`src/rtl/trace_store_pkg.sv`:
```
package trace_store_pkg;
  localparam int FRAME_W = 32;
  localparam int ADDR_W  = 4;

  // Register addresses; the order is the software view of the block
  localparam logic [ADDR_W-1:0] A_IDENT   = 4'd0;
  localparam logic [ADDR_W-1:0] A_DEPTH   = 4'd1;
  localparam logic [ADDR_W-1:0] A_WIDTH   = 4'd2;
  localparam logic [ADDR_W-1:0] A_STATUS  = 4'd3;
  localparam logic [ADDR_W-1:0] A_DATA    = 4'd4;
  localparam logic [ADDR_W-1:0] A_RDPTR   = 4'd5;
  localparam logic [ADDR_W-1:0] A_WRPTR   = 4'd6;
  localparam logic [ADDR_W-1:0] A_COUNT   = 4'd7;
  localparam logic [ADDR_W-1:0] A_CONTROL = 4'd8;

  typedef struct packed {
    logic drained;
    logic finished;
    logic triggered;
    logic full;
  } stat_t;
endpackage

```
`src/rtl/trace_store_ram.sv`:
```
module trace_store_ram #(
  parameter int DEPTH = 16,
  parameter int DW    = 32,
  localparam int AW   = $clog2(DEPTH)
) (
  input  logic          clk,
  input  logic          we,
  input  logic [AW-1:0] waddr,
  input  logic [DW-1:0] wdata,
  input  logic [AW-1:0] raddr,
  output logic [DW-1:0] rdata
);
  logic [DW-1:0] mem [DEPTH];

  always_ff @(posedge clk) begin
    if (we) begin
      mem[waddr] <= wdata;
    end
  end

  assign rdata = mem[raddr];
endmodule

```
`src/rtl/trace_store_acq.sv`:
```
module trace_store_acq #(
  parameter int DEPTH = 16,
  parameter int CNT_W = 32,
  localparam int PTR_W = $clog2(DEPTH)
) (
  input  logic             clk,
  input  logic             rst_n,
  input  logic             run,
  input  logic             start,
  input  logic             frame_valid,
  input  logic             trigger,
  input  logic             wp_we,
  input  logic [PTR_W-1:0] wp_wval,
  input  logic             cnt_we,
  input  logic [CNT_W-1:0] cnt_wval,
  output logic [PTR_W-1:0] wr_ptr,
  output logic [CNT_W-1:0] count,
  output logic             full,
  output logic             triggered,
  output logic             finished,
  output logic             ram_we
);
  localparam logic [PTR_W-1:0] LAST = PTR_W'(DEPTH - 1);

  logic [PTR_W-1:0] wp_q, wp_d;
  logic [CNT_W-1:0] cnt_q, cnt_d;
  logic full_q, full_d, trig_q, trig_d, fin_q, fin_d;
  logic exhausted;

  assign exhausted = trig_q && (cnt_q == '0);
  assign ram_we    = run && frame_valid && !fin_q && !exhausted;

  always_comb begin
    wp_d   = wp_q;
    cnt_d  = cnt_q;
    full_d = full_q;
    trig_d = trig_q;
    fin_d  = fin_q;
    if (start) begin
      full_d = 1'b0;
      trig_d = 1'b0;
      fin_d  = 1'b0;
    end else begin
      if (ram_we && (wp_q == LAST)) full_d = 1'b1;
      if (run && trigger)           trig_d = 1'b1;
      if (run && exhausted)         fin_d  = 1'b1;
    end
    if (wp_we)       wp_d = wp_wval;
    else if (ram_we) wp_d = wp_q + PTR_W'(1);
    if (cnt_we)                      cnt_d = cnt_wval;
    else if (ram_we && trig_q)       cnt_d = cnt_q - CNT_W'(1);
  end

  always_ff @(posedge clk or negedge rst_n) begin
    if (!rst_n) begin
      wp_q   <= '0;
      cnt_q  <= '0;
      full_q <= 1'b0;
      trig_q <= 1'b0;
      fin_q  <= 1'b0;
    end else begin
      wp_q   <= wp_d;
      cnt_q  <= cnt_d;
      full_q <= full_d;
      trig_q <= trig_d;
      fin_q  <= fin_d;
    end
  end

  assign wr_ptr    = wp_q;
  assign count     = cnt_q;
  assign full      = full_q;
  assign triggered = trig_q;
  assign finished  = fin_q;


  wp_step_chk: assert property (@(posedge clk) disable iff (!rst_n)
    (ram_we && !wp_we) |=> (wr_ptr == $past(wr_ptr) + PTR_W'(1)));

  frozen_chk: assert property (@(posedge clk) disable iff (!rst_n)
    (finished && !wp_we) |=> $stable(wr_ptr));

  count_step_chk: assert property (@(posedge clk) disable iff (!rst_n)
    (ram_we && triggered && !cnt_we) |=> (count == $past(count) - CNT_W'(1)));

  full_sticky_chk: assert property (@(posedge clk) disable iff (!rst_n)
    (full && !start) |=> full);
endmodule

```
`src/rtl/trace_store_regs.sv`:
```
module trace_store_regs
  import trace_store_pkg::*;
#(
  parameter int          DEPTH    = 16,
  parameter int          CNT_W    = 32,
  parameter logic [31:0] ID_VALUE = 32'h7A3C_0001,
  localparam int         PTR_W    = $clog2(DEPTH)
) (
  input  logic               clk,
  input  logic               rst_n,
  input  logic               acc_en,
  input  logic               acc_wr,
  input  logic [ADDR_W-1:0]  acc_addr,
  input  logic [1:0]         wdata_ctrl,
  input  logic [PTR_W-1:0]   wdata_ptr,
  output logic [FRAME_W-1:0] acc_rdata,
  input  logic [FRAME_W-1:0] ram_frame,
  output logic [PTR_W-1:0]   rd_ptr,
  input  logic [PTR_W-1:0]   wr_ptr,
  input  logic [CNT_W-1:0]   count,
  input  stat_t              stat,
  output logic               run,
  output logic               start,
  output logic               wp_we,
  output logic               cnt_we
);
  logic rd_acc, wr_acc;
  logic [1:0] ctrl_q, ctrl_d;
  logic [PTR_W-1:0] rp_q, rp_d;
  logic [FRAME_W-1:0] rdata_q, rdata_d, rmux;

  assign rd_acc = acc_en && !acc_wr;
  assign wr_acc = acc_en && acc_wr;
  assign start  = wr_acc && (acc_addr == A_CONTROL) && wdata_ctrl[0] && !ctrl_q[0];
  assign wp_we  = wr_acc && (acc_addr == A_WRPTR);
  assign cnt_we = wr_acc && (acc_addr == A_COUNT);

  always_comb begin
    case (acc_addr)
      A_IDENT:   rmux = ID_VALUE;
      A_DEPTH:   rmux = FRAME_W'(DEPTH);
      A_WIDTH:   rmux = FRAME_W'(FRAME_W);
      A_STATUS:  rmux = FRAME_W'(stat);
      A_DATA:    rmux = ram_frame;
      A_RDPTR:   rmux = FRAME_W'(rp_q);
      A_WRPTR:   rmux = FRAME_W'(wr_ptr);
      A_COUNT:   rmux = FRAME_W'(count);
      A_CONTROL: rmux = FRAME_W'(ctrl_q);
      default:   rmux = '0;
    endcase
  end

  always_comb begin
    ctrl_d  = ctrl_q;
    rp_d    = rp_q;
    rdata_d = rdata_q;
    if (wr_acc && (acc_addr == A_CONTROL)) ctrl_d = wdata_ctrl;
    if (wr_acc && (acc_addr == A_RDPTR))      rp_d = wdata_ptr;
    else if (rd_acc && (acc_addr == A_DATA))  rp_d = rp_q + PTR_W'(1);
    if (rd_acc) rdata_d = rmux;
  end

  always_ff @(posedge clk or negedge rst_n) begin
    if (!rst_n) begin
      ctrl_q  <= '0;
      rp_q    <= '0;
      rdata_q <= '0;
    end else begin
      ctrl_q  <= ctrl_d;
      rp_q    <= rp_d;
      rdata_q <= rdata_d;
    end
  end

  assign run       = ctrl_q[0];
  assign rd_ptr    = rp_q;
  assign acc_rdata = rdata_q;


  rp_advance_chk: assert property (@(posedge clk) disable iff (!rst_n)
    (rd_acc && (acc_addr == A_DATA)) |=> (rd_ptr == $past(rd_ptr) + PTR_W'(1)));

  depth_read_chk: assert property (@(posedge clk) disable iff (!rst_n)
    (rd_acc && (acc_addr == A_DEPTH)) |=> (acc_rdata == FRAME_W'(DEPTH)));

  start_clears_chk: assert property (@(posedge clk) disable iff (!rst_n)
    start |=> (!stat.full && !stat.triggered && !stat.finished));
endmodule

```
`src/rtl/trace_store.sv`:
```
module trace_store
  import trace_store_pkg::*;
#(
  parameter int          DEPTH    = 16,
  parameter int          CNT_W    = 32,
  parameter logic [31:0] ID_VALUE = 32'h7A3C_0001
) (
  input  logic        clk,
  input  logic        rst_n,
  input  logic        frame_valid_i,
  input  logic [31:0] frame_i,
  input  logic        trigger_i,
  input  logic        fmt_empty_i,
  input  logic        reg_en_i,
  input  logic        reg_wr_i,
  input  logic [3:0]  reg_addr_i,
  input  logic [31:0] reg_wdata_i,
  output logic [31:0] reg_rdata_o
);
  localparam int PTR_W = $clog2(DEPTH);

  logic [PTR_W-1:0]   rd_ptr, wr_ptr;
  logic [CNT_W-1:0]   count;
  logic [FRAME_W-1:0] ram_frame;
  logic run, start, wp_we, cnt_we, ram_we;
  logic full, triggered, finished;
  stat_t stat;

  assign stat = '{drained: fmt_empty_i, finished: finished,
                  triggered: triggered, full: full};

  trace_store_regs #(.DEPTH(DEPTH), .CNT_W(CNT_W), .ID_VALUE(ID_VALUE)) u_regs (
    .clk(clk), .rst_n(rst_n),
    .acc_en(reg_en_i), .acc_wr(reg_wr_i), .acc_addr(reg_addr_i),
    .wdata_ctrl(reg_wdata_i[1:0]), .wdata_ptr(reg_wdata_i[PTR_W-1:0]),
    .acc_rdata(reg_rdata_o), .ram_frame(ram_frame), .rd_ptr(rd_ptr),
    .wr_ptr(wr_ptr), .count(count), .stat(stat),
    .run(run), .start(start), .wp_we(wp_we), .cnt_we(cnt_we)
  );

  trace_store_acq #(.DEPTH(DEPTH), .CNT_W(CNT_W)) u_acq (
    .clk(clk), .rst_n(rst_n), .run(run), .start(start),
    .frame_valid(frame_valid_i), .trigger(trigger_i),
    .wp_we(wp_we), .wp_wval(reg_wdata_i[PTR_W-1:0]),
    .cnt_we(cnt_we), .cnt_wval(reg_wdata_i[CNT_W-1:0]),
    .wr_ptr(wr_ptr), .count(count), .full(full),
    .triggered(triggered), .finished(finished), .ram_we(ram_we)
  );

  trace_store_ram #(.DEPTH(DEPTH), .DW(FRAME_W)) u_ram (
    .clk(clk), .we(ram_we), .waddr(wr_ptr), .wdata(frame_i),
    .raddr(rd_ptr), .rdata(ram_frame)
  );
endmodule

```
`config.mk`:
```
export PLATFORM = sky130hd
export DESIGN_NAME = trace_store
export DESIGN_NICKNAME = d
export VERILOG_FILES = /design/src/rtl/trace_store_pkg.sv /design/src/rtl/trace_store_ram.sv /design/src/rtl/trace_store_acq.sv /design/src/rtl/trace_store_regs.sv /design/src/rtl/trace_store.sv
export SDC_FILE = /design/constraint.sdc
export NUM_CORES = 1
export LEC_CHECK = 0
export BUFFER_PORTS_ARGS = -buffer_cell sky130_fd_sc_hd__buf_2
export CAP_MARGIN = 20
export CORE_MARGIN = 2
export CORE_UTILIZATION = 35
export DETAILED_ROUTE_END_ITERATION = 6
export PLACE_DENSITY = 0.54
export SETUP_SLACK_MARGIN = 0.15
export SLEW_MARGIN = 10
export SYNTH_ARGS = -nofsm -noshare
export SYNTH_HDL_FRONTEND = slang
export SYNTH_SLANG_ARGS = --single-unit
```
`constraint.sdc`:
```
create_clock -name clk -period 3.7 [get_ports clk]
set_input_delay 0.74 -clock clk [delete_from_list [all_inputs] [get_ports clk]]
set_output_delay 0.74 -clock clk [all_outputs]
set_load 0.02 [all_outputs]
```
* After elaboration in Yosys (flattened, before gate mapping)
Memories as Yosys holds them, arrays and structs flattened. Cells that the tools add are included.
Word-level totals: latch bits 0, bits in writable memories 512, ROM bits 0, output and inout bits 32, memories kept 1, logic and storage cells 65, register bits after elaboration 77
Memory list:
- u_ram.mem | depth 16, width 32, rd ports 1, clocked after Yosys merged registers in 0, write ports 1, RTL line trace_store_ram.sv:13 | logic [DW-1:0] mem [DEPTH];
Cells by class: multipliers 0, $lt $le $gt $ge 0, muxes and demuxes 15, div/mod/pow operators 0, $add $sub $neg 3, bitwise logic cells 0, shift operators 0, eq/ne operators 9, reduce and logical (&&, ||, !) cells 29
Operator list (number):
- case mux 32 bit (9 select lines) | 1
- two-way mux 32 bit | 2
- zero test 32 bit | 1
- subtractor 32 x 1 -> 32 bit (second input constant) | 1
- logical AND 1 bit | 17
- equality test 4 x 3 -> 1 bit (second input constant) | 4
- two-way mux 4 bit | 4
- nonzero test 2 bit | 6
- adder 4 x 1 -> 4 bit (second input constant) | 2
- equality test 4 x 2 -> 1 bit (second input constant) | 2
- equality test 4 bit (second input constant) | 2
- two-way mux 1 bit | 8
- equality test 4 x 1 -> 1 bit (second input constant) | 1
- zero test 1 bit | 4
- zero test 4 bit | 1

* Logic depth before layout (Yosys ltp)
Gate-level depths: netlist of run 1.
depth after elaboration 7, gate-level depth with buffers 8, gate-level depth less buffers 7

* Hierarchy
From an unflattened synthesis of run 1, not the netlist that was laid out.
Unflattened totals: cells, all modules 1311, area, all modules 23799.1 um^2
By module, submodules not included:
- trace_store_ram | seq. area each 15374.7 um^2, area each 19213.4 um^2, instances 1, cells each 806
- trace_store_acq | seq. area each 975.9 um^2, area each 2482.4 um^2, instances 1, cells each 276
- trace_store_regs | seq. area each 950.9 um^2, area each 2103.3 um^2, instances 1, cells each 229

* Worst setup path after synthesis of run 1
No wires, ideal clock.
path kind reg-to-reg, start point register u_acq.cnt_q[0] (netlist: u_acq.count[0]), end point memory u_ram.mem[13][0] (enable), arrival 2583 ps, data required time 3308 ps, cell stages (with the launch flop) 8, path slack 725 ps, cells stage by stage dfrtp_1 -> inv_1 -> ha_1 -> nor3b_1 -> and4_1 -> a31oi_1 -> clkbuf_1 -> and3_1
On the way: word-level cells in the longest chain between the ends 6
Ends and longest elaborated chain:
- from (decl) | RTL line trace_store_acq.sv:26 | logic [CNT_W-1:0] cnt_q, cnt_d;
- from (signal assigned) | RTL line trace_store_acq.sv:63 | cnt_q <= cnt_d;
- zero test 32 bit | RTL line trace_store_acq.sv:30 | assign exhausted = trig_q && (cnt_q == '0);
- logical AND 1 bit | RTL line trace_store_acq.sv:30
- zero test 1 bit | RTL line trace_store_acq.sv:31 | assign ram_we = run && frame_valid && !fin_q && !exhausted;
- logical AND 1 bit | RTL line trace_store_acq.sv:31
- two-way mux 1 bit | RTL line trace_store_ram.sv:16 | if (we) begin
- two-way mux 1 bit (not written as such) | RTL line trace_store_ram.sv:17 | mem[waddr] <= wdata;
- to (decl) | RTL line trace_store_ram.sv:13
No other way between the ends.

* Final worst setup path of run 1
start point register u_acq.cnt_q[0] (netlist: u_acq.count[0]), end point memory u_ram.mem[11][17] (enable)
The elaborated chain is that of the path after synthesis.

==> flow_summary.ini, run 1 <==
[power]
total_leakage_power_nw = 9.31
power.sequential.fraction_pct = 46.5
combPwrFrac_pct = 16.5
p_int_mw = 12.5
sw_ratio_pct = 26.9
power_density_nw_per_um2 = 615
clk_network_pwr_share_pct = 37.0
vdd.ir_drop.worst_mv = 0.411
power_dissipated_by_switching_net_loads_mw = 4.59

[setup_path]
startpoint_kind_of_the_worst_setup_timing_path = flop
crit_fanout = 21
reg2reg_depth = 8
arrival_ns = 3.17
worst_setup_path_class = flop to flop
rr_endpoint = u_ram.mem[11][17]
regToRegStartpoint = u_acq.count[0]
reg2reg_slack_ns = 0.77
worstSetupStartpoint = u_acq.count[0]
worst-endpoint-required_ns = 3.94
crit_path_end_kind = flop

[cts]
cts_max_path_buffers = 3
cts_tree = yes
clk_latency_ns = 0.66
clkTransAtPathRegs_ns = 0.06
sink_count = 589
post_cts.resized_instances = 0
post_cts.repair.setup_buffers = 0
ctsHoldBuffers = 0
cts-htree-levels = 2
numCtsBuffers = 61
ctsRootBufferMaster = sky130_fd_sc_hd__clkbuf_16

[layout]
layout-drive-gt1-share_pct = 31.6
fin_nets = 1473
synthToLayoutAreaGrowth_pct = 17.2

[drt]
vias = 12700
drt-wirelength-per-cell_um = 27.5
viasPerCell = 5.46
detail_route.iter0.violations = 1082
router_iterations_before_antenna_repair = 5
routed_antenna_nets = 0
drc_errors = 0
finalWirelength_mm = 63.9

[place]
io_buffers = 106
routabilityCongestion = 0.835
place.detailed.hpwl_mm = 43.1
dp_worst_setup_slack_ns = 0.854

[synthesis]
synth_seq_area_share_pct = 73.0
combinational_family_with_the_most_area_after_synthesis = multiplexers
synth_seq_cells = 589
count_of_flip_flops_with_a_built_in_enable_after_synthesis = 512
synth_xor_xnor_area_share_pct = 0.370
ys.warnings.count = 0
share_of_the_synthesized_area_in_compound_gates_ao_oa_aoi_oai_pct = 4.17
synth.area.top_cells = sky130_fd_sc_hd__edfxtp_1 (65%), sky130_fd_sc_hd__mux4_2 (14%), sky130_fd_sc_hd__dfrtp_1 (8.1%)
post_synth_and_or_nand_nor_area_fraction_pct = 5.22
syn_nets = 1307
ys.flop_type = sky130_fd_sc_hd__edfxtp_1
synth-adder-area-share_pct = 0.317
synth_largest_area_cell = sky130_fd_sc_hd__edfxtp_1
synth.avg_cell_area_sq_um = 19.3
ys_types = 62
postSynthCellCount = 1226
post_synth_mux_area_share_pct = 15.5
async_sr_flop_fraction_pct = 13.1
yosys.area.top_type_share_pct = 64.9
netlist_area_sq_um = 23700

[timing]
slew_headroom_pct = 39.6
final-max-slew-violation-count = 0
finalCriticalPeriod_ns = 2.93
setup_violations = 0
rsz0062_at_grt = false
timing.final.crit_share_pct = 79.1
finalWorstSetupSlack_ns = 0.774
clock.fmax_mhz = 342
tns_ns = 0
timing.final.hold_violations = 0
fin_worst_skew_ns = 0.0758
max_slew.worst_pin.slew_ns = 0.893

[grt]
grt_antenna_before_repair = 4
grt_remaining_overflow = 0
number_of_global_route_vias_before_repair = 12900
pin_count_of_the_biggest_net_entering_global_routing = 58
grt_usage_pct = 18.3
first_pass_grt_wire_length_mm = 93.1

[die]
core_area_sq_um = 67000
dieHeight_um = 264
num_rows = 95
design.portCount = 107
floorplan.initialDensity_pct = 35.3
die_area_sq_um = 69800
die_width_um = 264

[status]
run_status = finished, final reports clean

[job]
cap_viol_max_count = 0

[hold_path]
timing.hold.worst.class = input port to asynchronous set/reset pin
[layer usage]
layer	vias up	share of wire (%)	GRT usage, %	wire length, um
met5	-	0.041	0	26
met2	387	49	30.1	31100
met1	6792	44	25.8	27800
li1	5406	-	-	-
met3	78	6.0	3.27	3810
met4	4	1.6	3.76	1030
[metrics by stage]
step	instances	util, %	cell area [sq um]	power [mW]	hold WS [ns]
floorplan	1226	-	23700	9.68	0.444
global placement	2202	38.3	25700	10.9	0.473
detailed placement	2202	38.3	25700	10.9	0.465
finish	2320	41.4	27800	17.1	0.155
CTS	2318	41.4	27800	17.3	0.182
global route	2319	41.4	27800	17.7	0.216
[worst max-delay path by stage]
stage,to,slack (ns),cells after the start
CTS,u_ram.mem[11][17],0.83,8
detailed placement,u_regs.acc_rdata[21],0.85,6
global route,u_ram.mem[11][17],0.70,8
floorplan,u_ram.mem[13][0],0.72,7
finish,u_ram.mem[11][17],0.77,8
global placement,u_regs.acc_rdata[21],0.84,6
[kinds of logic (layout without fill, tap and decap cells)]
family / count (synthesis) / in the layout
compound gates: 141 / 141
xor+xnor: 10 / 10
buf+inv: 75 / 294
mux: 178 / 178
fa+ha+maj: 6 / 6
flops: 589 / 589
other cells: 0 / 2
simple gates: 227 / 227
[layout make-up]
type,instances,area [sq um]
Clock buffer,75,1600
Fill cell,5947,39300
Clock inverter,41,480
Sequential cell,589,17300
Antenna cell,2,5.00
Inverter,8,30.0
Timing Repair Buffer,170,1150
Tap cell,873,1090
Multi-Input combinational cell,562,6100
[critical path: stages (launching register included)]
cell	delay, ns
sky130_fd_sc_hd__dfrtp_1	0.46
sky130_fd_sc_hd__inv_1	0.07
sky130_fd_sc_hd__ha_1	0.21
sky130_fd_sc_hd__nor3b_1	0.19
sky130_fd_sc_hd__and4_1	0.29
sky130_fd_sc_hd__a311oi_1	0.48
sky130_fd_sc_hd__buf_4	0.24
sky130_fd_sc_hd__and2_2	0.16
sky130_fd_sc_hd__buf_4	0.38
[power groups by stage]
stage               sequential [mW]  clock [mW]  combinational [mW]
global route                   7.96        6.70                3.00
CTS                            7.93        6.45                2.87
detailed placement             8.06           0                2.87
floorplan                      7.79           0                1.89
finish                         7.93        6.32                2.82
global placement               8.07           0                2.85
[layout by cell type, fill, tap and decap left out, drive strengths merged, types with 5 or more instances in the layout]
cell type	instances
a21oi	17
a221o	13
a22oi	23
a31oi	23
and2	10
and3	16
buf	170
bufinv	8
clkbuf	75
clkinv	30
dfrtp	77
edfxtp	512
ha	6
inv	9
mux2i	23
mux4	151
nand2	64
nand2b	9
nand3	13
nor2	46
nor2b	7
nor3	10
nor4	5
o211ai	5
o21ai	31
o31ai	9
or3	15
or4	11
xnor2	5
xor2	5
[flip-flops by register name, indices dropped and copies added, names as in the netlist]
name              flops
u_ram.mem           512
u_acq.count          32
u_regs.acc_rdata     32
u_acq.wr_ptr          4
u_regs.rd_ptr         4
u_regs.ctrl_q         2
u_acq.finished        1
u_acq.full            1
u_acq.triggered       1
[cell usage after synthesis (10+ instances only)]
| library cell | number |
|---|---|
| sky130_fd_sc_hd__and2_1 | 10 |
| sky130_fd_sc_hd__dfrtp_1 | 77 |
| sky130_fd_sc_hd__buf_2 | 22 |
| sky130_fd_sc_hd__nor2_1 | 46 |
| sky130_fd_sc_hd__or3_1 | 15 |
| sky130_fd_sc_hd__a221o_1 | 13 |
| sky130_fd_sc_hd__mux2i_1 | 23 |
| sky130_fd_sc_hd__o21ai_0 | 28 |
| sky130_fd_sc_hd__edfxtp_1 | 512 |
| sky130_fd_sc_hd__and3_1 | 16 |
| sky130_fd_sc_hd__nand3_1 | 11 |
| sky130_fd_sc_hd__mux4_2 | 151 |
| sky130_fd_sc_hd__clkbuf_1 | 36 |
| sky130_fd_sc_hd__nand2_1 | 64 |
| sky130_fd_sc_hd__a22oi_1 | 23 |
| sky130_fd_sc_hd__a31oi_1 | 23 |
| sky130_fd_sc_hd__a21oi_1 | 17 |
Power figures use the tool's default switching activity.
==> run 2, diff against run 1 <==
--- a/config.mk
+++ b/config.mk
@@ -5,12 +5,13 @@
 export SDC_FILE = /design/constraint.sdc
 export NUM_CORES = 1
 export LEC_CHECK = 0
+export ABC_AREA = 1
 export BUFFER_PORTS_ARGS = -buffer_cell sky130_fd_sc_hd__buf_2
 export CAP_MARGIN = 20
 export CORE_MARGIN = 2
 export CORE_UTILIZATION = 35
 export DETAILED_ROUTE_END_ITERATION = 6
-export PLACE_DENSITY = 0.54
+export PLACE_DENSITY = 0.56
 export SETUP_SLACK_MARGIN = 0.15
 export SLEW_MARGIN = 10
 export SYNTH_ARGS = -nofsm -noshare
==> constraint.sdc (replaced) <==
create_clock -name clk -period 2.6 [get_ports clk]
set_input_delay 0.52 -clock clk [delete_from_list [all_inputs] [get_ports clk]]
set_output_delay 0.52 -clock clk [all_outputs]
set_load 0.02 [all_outputs]
==> flow_summary.ini, run 2 <==
[timing]
clock.fmax_mhz = 430
max_slew.worst_pin.slew_ns = 0.571
fin_worst_skew_ns = 0.0218
rsz0062_at_grt = false
timing.final.hold_violations = 0
final-max-slew-violation-count = 0
slew_headroom_pct = 62.0
timing.final.crit_share_pct = 89.4
finalWorstSetupSlack_ns = 0.275
finalCriticalPeriod_ns = 2.33
setup_violations = 0
hold_ws_ns = 0.166

[setup_path]
crit_fanout = 32
worst_setup_path_class = flop to flop
startpoint_kind_of_the_worst_setup_timing_path = flop
crit_path_end_kind = flop
rr_endpoint = u_ram.mem[0][17]
arrival_ns = 2.64
reg2reg_depth = 11
worst-endpoint-required_ns = 2.91
regToRegStartpoint = u_acq.count[0]
reg2reg_slack_ns = 0.27

[cts]
sink_count = 589
cts-htree-levels = 3
cts_max_path_buffers = 3
ctsRootBufferMaster = sky130_fd_sc_hd__clkbuf_16
clk_latency_ns = 0.61
numCtsBuffers = 67
post_cts.repair.setup_buffers = 0
post_cts.resized_instances = 0
clkTransAtPathRegs_ns = 0.06
cts_tree = yes

[die]
design.portCount = 107
dieHeight_um = 279
core_area_sq_um = 74600
die_area_sq_um = 77700
die_width_um = 279
floorplan.initialDensity_pct = 35.4
num_rows = 100

[drt]
router_iterations_before_antenna_repair = 5
routed_antenna_nets = 0
finalWirelength_mm = 72.5
viasPerCell = 4.90
drc_errors = 0
detail_route.iter0.violations = 1622
drt-wirelength-per-cell_um = 18.6
vias = 19100

[synthesis]
count_of_flip_flops_with_a_built_in_enable_after_synthesis = 512
leading_cell_type_by_number_of_instances_after_synthesis = sky130_fd_sc_hd__nand2_1
post_synth_most_frequent_cells = sky130_fd_sc_hd__nand2_1 (1,206), sky130_fd_sc_hd__edfxtp_1 (512), sky130_fd_sc_hd__nand3_1 (291), sky130_fd_sc_hd__inv_1 (211), sky130_fd_sc_hd__nor2_1 (149)
syn_nets = 2834
synth_seq_cells = 589
synth_largest_area_cell = sky130_fd_sc_hd__edfxtp_1
postSynthCellCount = 2753
synth.avg_cell_area_sq_um = 9.59
ys.flop_type = sky130_fd_sc_hd__edfxtp_1
ys.warnings.count = 0
async_sr_flop_fraction_pct = 13.1
netlist_area_sq_um = 26400
synth_seq_area_share_pct = 65.5
synth.area.top_cells = sky130_fd_sc_hd__edfxtp_1 (58%), sky130_fd_sc_hd__nand2_1 (17%), sky130_fd_sc_hd__dfrtp_1 (7.3%)
ys_types = 36
yosys.area.top_type_share_pct = 58.2

[grt]
grt_remaining_overflow = 0
grt_antenna_before_repair = 2
first_pass_grt_wire_length_mm = 112
number_of_global_route_vias_before_repair = 18600
grt_usage_pct = 18.7
pin_count_of_the_biggest_net_entering_global_routing = 103

[job]
cap_viol_max_count = 0

[place]
routabilityCongestion = 0.919
dp_worst_setup_slack_ns = 0.321
dp.cells = 3771
place.detailed.hpwl_mm = 45.3
placed_area_sq_um = 28600
io_buffers = 106

[layout]
layout-drive-gt1-share_pct = 11.1
regMostFlops = u_ram.mem
mostFrequentLayoutCell = sky130_fd_sc_hd__nand2_1
synthToLayoutAreaGrowth_pct = 16.4
fin_nets = 2953
finalInstanceArea_sq_um = 30700
flip_flop_count_of_the_largest_register_all_copies_and_words_added = 512
nFillCells = 7265
top_library_cells_by_usage_in_the_layout_fill_and_taps_aside = sky130_fd_sc_hd__nand2_1 (1,205), sky130_fd_sc_hd__edfxtp_1 (512), sky130_fd_sc_hd__nand3_1 (291), sky130_fd_sc_hd__inv_1 (210), sky130_fd_sc_hd__nor2_1 (148)
antenna_cells_inserted = 0
finished_layout_cells = 3892

[hold_path]
timing.hold.worst_endpoint = u_acq.triggered
holdCritStartpoint = trigger_i
timing.hold.worst.class = input port to flop
hold-path-cell-count = 3

[power]
power_density_nw_per_um2 = 881
total_leakage_power_nw = 13.1
p_total_mw = 27.1
vdd.ir_drop.worst_mv = 0.468

[status]
run_status = finished, final reports clean
run 2: cell types whose count changed after synthesis, sizes merged, moves of 62 or more:
cell   delta
nand2  +1147
o21ai    +63
inv     +208
buf      +62
nor2    +115
nand3   +280
mux4    -151
run 2: how the worst max path moves through the flow:
stage,endpoint,cells after the start,slack [ns],from
4_1_cts,u_ram.mem[3][15],11,0.31,u_acq.count[0]
2_1_floorplan,u_ram.mem[0][0],9,-0.13,u_acq.count[0]
3_5_place_dp,u_ram.mem[3][11],11,0.32,u_acq.count[0]
6_report,u_ram.mem[0][17],11,0.27,u_acq.count[0]
3_3_place_gp,u_ram.mem[3][11],11,0.36,u_acq.count[0]
5_1_grt,u_ram.mem[3][15],11,0.21,u_acq.count[0]
run 2: cell type report:
class / instances / area (sq um) / area share, %
multi-input combinational: 1816 / 7780 / 25.3
inverter: 219 / 831 / 2.70
clock buffer: 86 / 1820 / 5.92
sequential: 589 / 17300 / 56.3
tap: 969 / 1210 / 3.94
clock inverter: 34 / 333 / 1.08
timing repair buffer: 179 / 1460 / 4.74
run 2: logic make-up (layout without fill, tap and decap cells):
| logic type | Yosys count | after routing | synth area share (%) |
|---|---|---|---|
| simple gates | 1694 | 1694 | 26.0 |
| flops | 589 | 589 | 65.5 |
| buf+inv | 348 | 518 | 5.69 |
| compound gates | 109 | 109 | 2.23 |
| xor+xnor | 7 | 7 | 0.232 |
| fa+ha+maj | 6 | 6 | 0.284 |
run 2: power breakdown:
| group | switching, mW | leakage (nW) | total [mW] | internal (mW) |
|---|---|---|---|---|
| sequential | 0.349 | 5.60 | 11.0 | 10.6 |
| clock | 3.79 | 1.05 | 9.26 | 5.47 |
| combinational | 4.81 | 6.43 | 6.84 | 2.04 |
| total | 8.95 | 13.1 | 27.1 | 18.1 |
run 2: metal layers:
layer,vias to the layer above,global-route usage (%),wire (um)
li1,9218,-,-
met1,9200,25.7,32600
met2,550,30.9,34500
met3,99,2.93,3860
met4,4,4.95,1550
met5,-,0,27
run 2: through the flow:
stage	setup TNS [ns]	utilization [%]
global placement	0	38.3
detailed placement	0	38.3
finish	0	41.2
CTS	0	41.2
global route	0	41.2
floorplan	-20.69	-
run 2: critical path, cell delays in order, from the launching register on:
cell and delay [ns]:
sky130_fd_sc_hd__dfrtp_1 0.39, sky130_fd_sc_hd__inv_1 0.13, sky130_fd_sc_hd__ha_2 0.24, sky130_fd_sc_hd__nand2_2 0.09
sky130_fd_sc_hd__nor2_2 0.16, sky130_fd_sc_hd__nand2_2 0.10, sky130_fd_sc_hd__nor2_2 0.16, sky130_fd_sc_hd__nand3_2 0.11
sky130_fd_sc_hd__nand2_4 0.16, sky130_fd_sc_hd__buf_12 0.21, sky130_fd_sc_hd__nor3_4 0.06, sky130_fd_sc_hd__buf_12 0.18
run 2: timing repair:
action / in CTS / in global routing
hold buffers: 1 / 0
setup endpoints to repair: 0 / 0
endpoints found under the hold margin: 32 / 0
==> run 3, diff against run 2 <==
--- a/config.mk
+++ b/config.mk
@@ -8,6 +8,7 @@
 export ABC_AREA = 1
 export BUFFER_PORTS_ARGS = -buffer_cell sky130_fd_sc_hd__buf_2
 export CAP_MARGIN = 20
+export CORE_ASPECT_RATIO = 0.75
 export CORE_MARGIN = 2
 export CORE_UTILIZATION = 35
 export DETAILED_ROUTE_END_ITERATION = 6
==> flow_summary.ini, run 3 (synthesized netlist as in run 2, its figures left out) <==
[status]
run_status = finished, final reports clean

[drt]
drc_errors = 0
router_iterations_before_antenna_repair = 5
drt-wirelength-per-cell_um = 19.0
viasPerCell = 4.90
vias = 19000
finalWirelength_mm = 73.9
detail_route.iter0.violations = 1895
routed_antenna_nets = 0

[layout]
finalInstanceArea_sq_um = 30300
synthToLayoutAreaGrowth_pct = 14.7
regMostFlops = u_ram.mem
finished_layout_cells = 3883
mostFrequentLayoutCell = sky130_fd_sc_hd__nand2_1
layout-drive-gt1-share_pct = 10.7
top_library_cells_by_usage_in_the_layout_fill_and_taps_aside = sky130_fd_sc_hd__nand2_1 (1,205), sky130_fd_sc_hd__edfxtp_1 (512), sky130_fd_sc_hd__nand3_1 (291), sky130_fd_sc_hd__inv_1 (210), sky130_fd_sc_hd__nor2_1 (148)
flip_flop_count_of_the_largest_register_all_copies_and_words_added = 512
fin_nets = 2941

[cts]
clkTransAtPathRegs_ns = 0.07
clk_latency_ns = 0.62
sink_count = 589
numCtsBuffers = 56
post_cts.repair.setup_buffers = 0
cts-htree-levels = 2
cts_tree = yes
ctsRootBufferMaster = sky130_fd_sc_hd__clkbuf_16
cts_max_path_buffers = 3

[power]
power.sequential.fraction_pct = 42.4
total_leakage_power_nw = 12.9
clk_network_pwr_share_pct = 30.8
sw_ratio_pct = 34.0
power_density_nw_per_um2 = 853
vdd.ir_drop.worst_mv = 0.594
combPwrFrac_pct = 26.8
p_int_mw = 17.1
power_dissipated_by_switching_net_loads_mw = 8.79

[timing]
final-max-slew-violation-count = 0
slew_headroom_pct = 61.8
setup_violations = 0
tns_ns = 0
timing.final.crit_share_pct = 91.2
rsz0062_at_grt = false
finalCriticalPeriod_ns = 2.37
max_slew.worst_pin.slew_ns = 0.569
fin_worst_skew_ns = 0.0198
clock.fmax_mhz = 422
timing.final.hold_violations = 0

[die]
core_area_sq_um = 74900
die_width_um = 321
dieHeight_um = 242
die_area_sq_um = 77700
floorplan.initialDensity_pct = 35.3
design.portCount = 107
num_rows = 87

[place]
placed_area_sq_um = 28500
io_buffers = 106
dp.cells = 3779
routabilityCongestion = 0.902
place.detailed.hpwl_mm = 45.6

[hold_path]
timing.hold.worst_endpoint = u_acq.triggered
timing.hold.worst.class = input port to flop
holdCritStartpoint = trigger_i
hold-path-cell-count = 3

[setup_path]
timing.critical_path.slowest_cell_delay_ns = 0.46
worst_setup_path_class = flop to flop
worst-endpoint-required_ns = 2.93
timing.critical_path.cells = nor2_1, nand2_1, nor3_1, nand3_2, nand2_8, nor3_4, buf_4
regToRegStartpoint = u_acq.count[25]
critPathTopFamily = simple AND/OR/NAND/NOR gates
buffers_plus_inverters_on_the_worst_setup_path = 1
reg2reg_slack_ns = 0.23
startpoint_kind_of_the_worst_setup_timing_path = flop
crit_path_end_kind = flop
timing.critical_path.depth = 7
reg2reg_depth = 7
critical-path-slowest-cell = sky130_fd_sc_hd__nor3_1
rr_endpoint = u_ram.mem[1][16]
crit_fanout = 19
arrival_ns = 2.70
worstSetupStartpoint = u_acq.count[25]

[grt]
grt_usage_pct = 18.9
grt_antenna_before_repair = 2
first_pass_grt_wire_length_mm = 112
grt_remaining_overflow = 0
number_of_global_route_vias_before_repair = 18200
pin_count_of_the_biggest_net_entering_global_routing = 107

[job]
cap_viol_max_count = 0
-- run 3: cell type report --
cell class	instances	area, sq um
clock inverters	32	260
well taps	979	1220
flip-flops and latches	589	17300
inverters	219	835
fillers	7338	44600
diodes	1	2.50
clock buffers	69	1470
multi-input cells	1816	7790
repair buffers	178	1410
-- run 3: timing repair --
| item | 4_1_cts | 5_1_grt |
|---|---|---|
| endpoints found under the setup margin | 0 | 372 |
| resized for setup | 0 | 1 |
| hold buffers | 1 | 0 |
| hold endpoints to repair | 34 | 0 |
-- run 3: power by group through the flow --
stage                     Clock [mW]  Sequential, mW  Combinational (mW)
after floorplan                    0            11.1                4.55
after global placement             0            11.1                6.90
after detailed placement           0            11.2                6.89
after CTS                       8.12            11.0                6.93
after global routing            8.50            11.0                7.73
final                           7.96            11.0                6.92
-- run 3: through the flow --
step                      power (mW)  util [%]  hold WS, ns  setup WS [ns]
final                           25.8      40.5        0.134          0.229
after global routing            27.2      40.5        0.123          0.164
after CTS                       26.0      40.4       0.0996          0.232
after detailed placement        18.1      38.1        0.464          0.234
after global placement          18.1      38.1        0.463          0.291
after floorplan                 15.6         -        0.224         -0.129
-- run 3: worst max path at each step --
| stage | endpoint |
|---|---|
| floorplan | u_ram.mem[0][0] |
| global placement | u_ram.mem[5][19] |
| detailed placement | u_ram.mem[5][19] |
| CTS | u_ram.mem[1][16] |
| global route | u_ram.mem[1][16] |
| finish | u_ram.mem[1][16] |
-- run 3: per-layer routing --
metal	GRT usage, %	vias up	share of wire, %
met3	2.32	87	6.0
met4	4.59	2	2.0
met5	0	-	0.018
met1	29.2	9167	49
li1	-	9223	-
met2	28.3	553	43
-- run 3: worst min-delay path, delay by kind of cell --
| family | cells | cell delay [ns] |
|---|---|---|
| buffers and inverters | 1 | 0.08 |
| and+or+nand+nor | 1 | 0.04 |
| AOI/OAI and AO/OA | 1 | 0.06 |
